[src/rtl/audioSerPkg.sv]
package audioSerPkg;

  // Per-cycle strobes from the timing control to the shift datapath.
  typedef struct packed {
    logic rise;        // bit-clock rising edge seen: sample receive bit
    logic fall;        // bit-clock falling edge seen: launch transmit bit
    logic frameStart;  // this fall opens the left MSB slot
    logic pop;         // take a transmit word in this cycle
    logic push;        // the receive word completes on this rise
    logic clear;       // link off: return to idle
  } serStrobe_t;

endpackage

[src/rtl/audioSerCtrl.sv]
module audioSerCtrl
  import audioSerPkg::*;
#(
  parameter int SAMPLE_W    = 16,
  parameter int DIV_HALF    = 4,
  parameter int SYNC_STAGES = 2
) (
  input  logic       clk,
  input  logic       rstN,
  input  logic       linkOn,
  input  logic       isMaster,
  input  logic       msbJust,
  input  logic       playDisable,
  input  logic       recDisable,
  input  logic       txAvail,
  input  logic       bclkIn,
  input  logic       lrclkIn,
  input  logic       sdIn,
  output logic       bclkOut,
  output logic       lrclkOut,
  output logic       sdLine,
  output serStrobe_t strb
);

  localparam int FRAME = 2 * SAMPLE_W;
  localparam int POS_W = $clog2(FRAME);
  localparam int DIV_W = (DIV_HALF > 1) ? $clog2(DIV_HALF) : 1;

  // ---------------- pin synchronizers (slave mode) ----------------
  logic [SYNC_STAGES-1:0] bSync, lSync, dSync;

  always_ff @(posedge clk) begin
    if (!rstN) begin
      bSync <= '0;
      lSync <= '0;
      dSync <= '0;
    end else begin
      bSync <= {bSync[SYNC_STAGES-2:0], bclkIn};
      lSync <= {lSync[SYNC_STAGES-2:0], lrclkIn};
      dSync <= {dSync[SYNC_STAGES-2:0], sdIn};
    end
  end

  // ---------------- master clock generation ----------------
  logic [DIV_W-1:0] divCnt;
  logic [POS_W-1:0] mCnt;
  logic             bclkReg, lrReg;
  logic [POS_W-1:0] mNext;

  assign mNext = mCnt + POS_W'(1);

  always_ff @(posedge clk) begin
    if (!rstN || !(linkOn && isMaster)) begin
      divCnt  <= '0;
      mCnt    <= '0;
      bclkReg <= 1'b0;
      lrReg   <= 1'b0;
    end else if (divCnt == DIV_W'(DIV_HALF - 1)) begin
      divCnt  <= '0;
      bclkReg <= ~bclkReg;
      if (bclkReg) begin
        mCnt  <= mNext;
        lrReg <= mNext[POS_W-1];
      end
    end else begin
      divCnt <= divCnt + DIV_W'(1);
    end
  end

  assign bclkOut  = bclkReg;
  assign lrclkOut = lrReg;

  // ---------------- line selection and edge detection ----------------
  logic bclkLine, lrLine, bclkPrev;

  assign bclkLine = isMaster ? bclkReg : bSync[SYNC_STAGES-1];
  assign lrLine   = isMaster ? lrReg   : lSync[SYNC_STAGES-1];
  assign sdLine   = isMaster ? sdIn    : dSync[SYNC_STAGES-1];

  always_ff @(posedge clk) begin
    if (!rstN) bclkPrev <= 1'b0;
    else       bclkPrev <= bclkLine;
  end

  logic riseNow, fallNow;
  assign riseNow = linkOn && bclkLine && !bclkPrev;
  assign fallNow = linkOn && !bclkLine && bclkPrev;

  // ---------------- frame position tracking ----------------
  logic [POS_W-2:0] slot, slotNow;
  logic             lrLast, locked, armed;
  logic [POS_W-1:0] posReg, posNow, posRaw, nextPos;
  logic             lrChg, lockNow;

  assign lrChg   = lrLine != lrLast;
  assign lockNow = riseNow && lrChg && !lrLine;
  assign slotNow = lrChg ? '0 : slot + (POS_W-1)'(1);
  assign posRaw  = {lrLine, slotNow};
  // I2S data trails the frame-sync edge by one slot.
  assign posNow  = msbJust ? posRaw : posRaw - POS_W'(1);
  assign nextPos = posReg + POS_W'(1);

  always_ff @(posedge clk) begin
    if (!rstN || !linkOn) begin
      lrLast <= 1'b0;
      slot   <= '0;
      locked <= 1'b0;
      armed  <= 1'b0;
      posReg <= '0;
    end else if (riseNow) begin
      lrLast <= lrLine;
      slot   <= slotNow;
      posReg <= posNow;
      if (lockNow) locked <= 1'b1;
      if ((locked || lockNow) && posNow == '0) armed <= 1'b1;
    end
  end

  // ---------------- strobes to the datapath ----------------
  always_comb begin
    strb            = '0;
    strb.clear      = !linkOn;
    strb.rise       = riseNow;
    strb.fall       = fallNow;
    strb.frameStart = fallNow && locked && nextPos == '0;
    strb.pop        = strb.frameStart && txAvail && !playDisable;
    strb.push       = riseNow && locked && armed &&
                      posNow == POS_W'(FRAME - 1) && !recDisable;
  end

endmodule

[src/rtl/audioSerData.sv]
module audioSerData
  import audioSerPkg::*;
#(
  parameter int SAMPLE_W = 16
) (
  input  logic                    clk,
  input  logic                    rstN,
  input  serStrobe_t              strb,
  input  logic                    playDisable,
  input  logic                    loopback,
  input  logic                    sdLine,
  input  logic [2*SAMPLE_W-1:0]   txData,
  output logic                    sdOut,
  output logic [2*SAMPLE_W-1:0]   rxWord,
  output logic                    rxPush
);

  localparam int FRAME = 2 * SAMPLE_W;

  // ---------------- transmit shifter ----------------
  logic [FRAME-1:0] txShift, loadWord;
  logic             sdReg;

  assign loadWord = strb.pop ? txData : '0;

  always_ff @(posedge clk) begin
    if (!rstN || strb.clear || playDisable) begin
      txShift <= '0;
      sdReg   <= 1'b0;
    end else if (strb.fall) begin
      if (strb.frameStart) begin
        sdReg   <= loadWord[FRAME-1];
        txShift <= {loadWord[FRAME-2:0], 1'b0};
      end else begin
        sdReg   <= txShift[FRAME-1];
        txShift <= {txShift[FRAME-2:0], 1'b0};
      end
    end
  end

  assign sdOut = sdReg;

  // ---------------- receive shifter ----------------
  logic             rxBit;
  logic [FRAME-1:0] rxShift;
  logic             pushReg;

  assign rxBit = loopback ? sdReg : sdLine;

  always_ff @(posedge clk) begin
    if (!rstN || strb.clear) begin
      rxShift <= '0;
      pushReg <= 1'b0;
    end else begin
      pushReg <= strb.push;
      if (strb.rise) rxShift <= {rxShift[FRAME-2:0], rxBit};
    end
  end

  always_ff @(posedge clk) begin
    if (!rstN)          rxWord <= '0;
    else if (strb.push) rxWord <= {rxShift[FRAME-2:0], rxBit};
  end

  assign rxPush = pushReg;

endmodule

[src/rtl/audioSerEngine.sv]
module audioSerEngine
  import audioSerPkg::*;
#(
  parameter int SAMPLE_W = 16,
  parameter int DIV_HALF = 4
) (
  input  logic                  clk,
  input  logic                  rstN,
  input  logic                  enable,
  input  logic                  isMaster,
  input  logic                  msbJust,
  input  logic                  playDisable,
  input  logic                  recDisable,
  input  logic                  loopback,
  input  logic [2*SAMPLE_W-1:0] txData,
  input  logic                  txAvail,
  output logic                  txPop,
  output logic [2*SAMPLE_W-1:0] rxWord,
  output logic                  rxPush,
  input  logic                  bclkIn,
  input  logic                  lrclkIn,
  input  logic                  sdIn,
  output logic                  bclkOut,
  output logic                  lrclkOut,
  output logic                  clkDrive,
  output logic                  sdOut
);

  serStrobe_t strb;
  logic       linkOn, sdLine;

  assign linkOn   = enable && !(playDisable && recDisable);
  assign clkDrive = isMaster;
  assign txPop    = strb.pop;

  audioSerCtrl #(.SAMPLE_W(SAMPLE_W), .DIV_HALF(DIV_HALF), .SYNC_STAGES(2)) ctrl (
    .clk(clk), .rstN(rstN), .linkOn(linkOn), .isMaster(isMaster),
    .msbJust(msbJust), .playDisable(playDisable), .recDisable(recDisable),
    .txAvail(txAvail), .bclkIn(bclkIn), .lrclkIn(lrclkIn), .sdIn(sdIn),
    .bclkOut(bclkOut), .lrclkOut(lrclkOut), .sdLine(sdLine), .strb(strb)
  );

  audioSerData #(.SAMPLE_W(SAMPLE_W)) data (
    .clk(clk), .rstN(rstN), .strb(strb), .playDisable(playDisable),
    .loopback(loopback), .sdLine(sdLine), .txData(txData),
    .sdOut(sdOut), .rxWord(rxWord), .rxPush(rxPush)
  );

endmodule

[config.mk]
export PLATFORM = sky130hd
export DESIGN_NAME = audioSerEngine
export DESIGN_NICKNAME = d
export VERILOG_FILES = /design/src/rtl/audioSerPkg.sv /design/src/rtl/audioSerCtrl.sv /design/src/rtl/audioSerData.sv /design/src/rtl/audioSerEngine.sv
export SDC_FILE = /design/constraint.sdc
export NUM_CORES = 1
export LEC_CHECK = 0
export BUFFER_PORTS_ARGS = -buffer_cell sky130_fd_sc_hd__buf_2
export CAP_MARGIN = 30
export CORE_MARGIN = 10
export CORE_UTILIZATION = 35
export DETAILED_ROUTE_END_ITERATION = 7
export GPL_ROUTABILITY_DRIVEN = 0
export GPL_TIMING_DRIVEN = 0
export PLACE_DENSITY = 0.56
export SETUP_SLACK_MARGIN = 0.5
export SYNTH_ARGS = -nofsm -noshare
export SYNTH_HDL_FRONTEND = slang
export SYNTH_SLANG_ARGS = --single-unit
[constraint.sdc]
create_clock -name clk -period 6.1 [get_ports clk]
set_input_delay 1.22 -clock clk [delete_from_list [all_inputs] [get_ports clk]]
set_output_delay 1.22 -clock clk [all_outputs]
set_load 0.005 [all_outputs]
Word-level counts from Yosys, hierarchy flattened:

Index checks and enable logic that the tools add are counted.
Widths: inputs -> output; s select.

* output and inout port bits: 38
* logic and storage cells: 73
* bits in latches: 0
* input port bits: 44
* bits in writable memories: 0
* flip-flop bits (word level): 125
* bits in read-only memories: 0
* memories kept: 0

* bitwise operators: 1
* eq/ne operators: 3
* add/subtract/negate cells: 5
* multiplexer cells: 9
* divide/modulo/power cells: 0
* reduce and logical (&&, ||, !) cells: 37
* multiply operators: 0
* magnitude comparators: 0
* shift operators: 0

Operators with widths (number)
* $mux 32: 2
* $logic_and 1x1->1: 18
* $add 5x1->5 const B: 2
* $logic_not 5->1: 2
* $logic_not 1->1: 9
* $reduce_and 2->1: 3
* $eq 5x5->1 const B: 1
* $mux 1: 5
* $mux 5: 1
* $sub 5x1->5 const B: 1
* $add 4x1->4 const B: 1
* $logic_or 1x1->1: 4
* $mux 4: 1
* $add 2x1->2 const B: 1
* $eq 2x2->1 const B: 1
* $reduce_or 2->1: 1
* $ne 1x1->1: 1
* $not 1->1: 1

Depth between registers and ports, before layout:

* depth in word-level cells: 11
* gate-level depth with buffers: 13
* mapped depth without buffers: 11

By module:

Synthesis repeated with hierarchy kept, for this count alone.

* cells, all modules: 549
* area, all modules: 5406.4 um^2

By module, submodules not included
* audioSerData: cells each 389, instances 1, area each 4005.1 um^2, seq. area each 1921.8 um^2
* audioSerCtrl: cells each 158, instances 1, area each 1382.6 um^2, seq. area each 540.5 um^2
* audioSerEngine: cells each 2, instances 1, area each 18.8 um^2, seq. area each 0.0 um^2

Least setup slack after synthesis:

No wires, ideal clock.

* path kind: in2out
* start: input enable
* end: output txPop
* path buffers: 1
* data required time: 4880 ps
* arrival: 2482 ps
* setup slack: 2398 ps
* cell stages on the path: 4
* path through: a21boi_1 nand3_1 nor4_2 clkbuf_1

* word-level cells in the longest chain between the ends: 7

RTL lines
* from (decl): RTL line audioSerEngine.sv:9 `input logic enable,`
* $logic_and 1x1->1: RTL line audioSerEngine.sv:32 `assign linkOn = enable && !(playDisable && recDisable);`
* $logic_and 1x1->1 (2 in series): RTL line audioSerCtrl.sv:87 `assign fallNow = linkOn && !bclkLine && bclkPrev;`
* $logic_and 1x1->1 (2 in series): RTL line audioSerCtrl.sv:125 `strb.frameStart = fallNow && locked && nextPos == '0;`
* $logic_and 1x1->1 (2 in series): RTL line audioSerCtrl.sv:126 `strb.pop = strb.frameStart && txAvail && !playDisable;`
* to (decl): RTL line audioSerEngine.sv:17 `output logic txPop,`

Every way passes these cells.

Worst setup path after layout:

* start: input isMaster
* end: output txPop

* word-level cells in the longest chain between the ends: 8

RTL lines
* from (decl): RTL line audioSerEngine.sv:10 `input logic isMaster,`
* $mux 1: RTL line audioSerCtrl.sv:76 `assign bclkLine = isMaster ? bclkReg : bSync[SYNC_STAGES-1];`
* $logic_not 1->1: RTL line audioSerCtrl.sv:87
* $logic_and 1x1->1 (2 in series): RTL line audioSerCtrl.sv:87
* $logic_and 1x1->1 (2 in series): RTL line audioSerCtrl.sv:125
* $logic_and 1x1->1 (2 in series): RTL line audioSerCtrl.sv:126

Every way passes these cells.

==> qor.txt <==
Final slew viol count - 0
FF+latch area - 2462 µm²
Vias in the first global route - 4136
Die extent in y - 139.9 µm
Mean number of vias per cell - 4.893
Placement Cell Area - 5662 µm²
Setup fix buffers added after clock tree synthesis - 0
Mapped Area - 5031 µm²
Arr. time, crit path - 3260 ps
Mean instance size in the synthesized netlist - 8.302 µm²
Synthesized instance count - 606
Worst reg2reg path depth - 13
Max-Slew Margin vs Limit - 63.98%
Count of state elements after synthesis - 123
Setup crit end - txPop
Final WL - 12.20 mm
Class of the tightest hold or removal check - flop to flop
Worst flop-to-flop path startpoint - ctrl.lrclkOut
Starting Density - 35.97%
Number of maximum-capacitance constraint violations - 0
CTS clock-pin slew for the worst setup and hold paths - 50 ps
Data required time of the critical path - 4880 ps
Fraction of the yosys area taken by sequential cells - 48.94%
Async set-reset flop share out of synthesis - 0%
Top-level I/O count - 82
Overall global routing resource usage - 12.33%
Routed length per placed instance - 13.61 µm
Kind of start point of the critical path - primary input
Critical path origin - isMaster
Post-detailed-placement half-perimeter wirelength - 8.954 mm
Multi-input combinational cell area - 2327 µm²
Register-to-register setup slack - 2980 ps
Horizontal die dimension - 139.9 µm
Largest net degree at the start of global routing - 17
Maximum frequency from static timing analysis - 0.2232 GHz
Initial antenna violation count - 0
Critical R2R Capture - data.rxWord[26]
Gates resized, CTS repair - 0
Endpoints failing hold - 0
Antenna viol nets, final - 0
Most area-hungry cell type in the Yosys netlist - sky130_fd_sc_hd__dfxtp_1
Clock tree from TritonCTS - built
Static leakage - 2.113 nW
Number of sinks handled by clock tree synthesis - 123
Library cell used as clock root buffer - sky130_fd_sc_hd__clkbuf_16
Power density over the cells - 284.1 nW/µm²
Cell types with the highest counts after synthesis - 210 x sky130_fd_sc_hd__nand2_1, 123 x sky130_fd_sc_hd__dfxtp_1, 44 x sky130_fd_sc_hd__nand3_1, 42 x sky130_fd_sc_hd__a21oi_1, 38 x sky130_fd_sc_hd__clkbuf_1
Leading cell types by total area after synthesis - sky130_fd_sc_hd__dfxtp_1 49%, sky130_fd_sc_hd__nand2_1 16%, sky130_fd_sc_hd__mux2i_1 6.8%
Wire length of the first global-routing pass - 20.11 mm
Count of unresolved DRC violations after routing - 0
DRT Pass-1 Iters - 5
Number of H-tree branching levels - 4
Clk Latency, worst-skew pair - 410 ps
Peak VDD IR - 171.4 µV
Number of endpoints failing setup at the final stage - 0
Syn nets - 654
Flip-flop cell with the highest count after synthesis - sky130_fd_sc_hd__dfxtp_1
Deepest clock path buffer count - 2
Floorplan core area - 13990 µm²
Number of design-rule violations left by the first detailed-router iteration - 264
Highest fanout seen on the critical path - 10
Post-route minimum period - 4481 ps
Inserted Clock Buffers - 17
Setup TNS Final - 0 ps
Slew at the pin with the worst max-slew slack - 540.3 ps
Area growth syn-to-layout - 22.86%
Layout cells sized above 1 - 16.20%
Layout Nets - 754
Num rows - 43
Final design area excluding fillers - 6181 µm²
Fill cells - 1422
Post-synth cell types - 44
Clock skew after layout - 7.375 ps
Worst hold slack after final layout - 429.5 ps
Port-buffer cells - 81
Yosys warns - 0
Area of the die - 19570 µm²
Total congestion overflow after global routing - 0
Startpoint-to-endpoint class of the critical path - primary input to primary output
Post-synth EDFFs - 0
Total via count in the routed design - 4384
CP endpoint kind - primary output
Status - finished clean
Most numerous cell in the Yosys netlist - sky130_fd_sc_hd__nand2_1
Share of the synthesized area in the top cell type - 48.94%
Number of buffers inserted by hold repair at cts - 0
Period utilization - 73.46%
Unrepaired setup endpoints after global routing - false
Diodes inserted - 0
==> cells in the final DEF (no fill, tap or decap), types with 3 or more instances in the layout <==
cell,count
sky130_fd_sc_hd__nand2_1,210
sky130_fd_sc_hd__dfxtp_1,123
sky130_fd_sc_hd__buf_2,82
sky130_fd_sc_hd__clkbuf_1,45
sky130_fd_sc_hd__nand3_1,44
sky130_fd_sc_hd__a21oi_1,42
sky130_fd_sc_hd__mux2i_1,34
sky130_fd_sc_hd__a31oi_1,33
sky130_fd_sc_hd__clkbuf_16,17
sky130_fd_sc_hd__nor2_1,16
sky130_fd_sc_hd__xnor2_1,7
sky130_fd_sc_hd__and2_1,7
sky130_fd_sc_hd__xor2_1,5
sky130_fd_sc_hd__ha_1,4
sky130_fd_sc_hd__nor2b_1,3
sky130_fd_sc_hd__buf_12,3
sky130_fd_sc_hd__a211oi_1,3
==> cell type report <==
type / count / share of cell area, %
plain buffers: 45 / 3.725
clock buffers: 26 / 7.753
clock inverters: 3 / 0.6478
inverters: 3 / 0.1822
multi-input cells: 435 / 37.65
flip-flops and latches: 123 / 39.84
well taps: 180 / 3.644
repair buffers: 81 / 6.559
==> registers in the layout, summed over array words and instances (netlist names) <==
register and flops:
ctrl.armed 1, ctrl.bSync 2, ctrl.bclkOut 1, ctrl.bclkPrev 1, ctrl.dSync 2, ctrl.divCnt 2, ctrl.lSync 2, ctrl.locked 1
ctrl.lrLast 1, ctrl.lrclkOut 1, ctrl.mCnt 4, ctrl.posReg 5, ctrl.slot 4, data.rxPush 1, data.rxShift 31, data.rxWord 32
data.sdOut 1, data.txShift 31
==> logic make-up after synthesis <==
group	share of synthesized area, %
adder cells (fa/ha/maj)	0.9948
flip-flops	48.94
multiplexers	7.212
AND/OR/NAND/NOR	24.92
AO/OA/AOI/OAI	10.50
XOR/XNOR	2.636
buffers and inverters	4.800
==> per-layer routing <==
metal	share of wire, %	track usage, %
met3	4.7	3.922
met5	0	0
met1	47	15.26
met4	1.6	5.326
met2	47	19.23
==> how the worst min path moves through the flow <==
stage                        start  cells after the start  slack (ps)        endpoint
global route        ctrl.divCnt[0]                      1         440  ctrl.divCnt[0]
floorplan           ctrl.divCnt[0]                      1         400  ctrl.divCnt[0]
detailed placement   ctrl.lSync[0]                      1         420   ctrl.lSync[1]
CTS                 ctrl.divCnt[0]                      1         430  ctrl.divCnt[0]
finish              ctrl.divCnt[0]                      1         430  ctrl.divCnt[0]
global placement     ctrl.bSync[0]                      1         410   ctrl.bSync[1]
==> where the power goes <==
part | internal, mW | total (mW) | switching [mW]
logic | 0.0196 | 0.0542 | 0.0346
registers | 0.807 | 0.808 | 0.000972
clock network | 0.572 | 0.893 | 0.321
==> critical path, stage by stage <==
cell and delay [ps]:
sky130_fd_sc_hd__buf_2 170, sky130_fd_sc_hd__mux2i_1 430, sky130_fd_sc_hd__nand3_1 320, sky130_fd_sc_hd__nor4_2 530, sky130_fd_sc_hd__clkbuf_1 400, sky130_fd_sc_hd__buf_2 200
==> stage by stage <==
step	cells	setup slack, ps	power, mW	utilization, %
CTS	896	1567	1.781	44.19
global placement	867	1626	0.8779	40.47
detailed placement	867	1572	0.8790	40.47
global route	896	1344	1.819	44.19
finish	896	1619	1.756	44.19
floorplan	606	2398	0.8519	-
(Power assumes the default switching activity.)
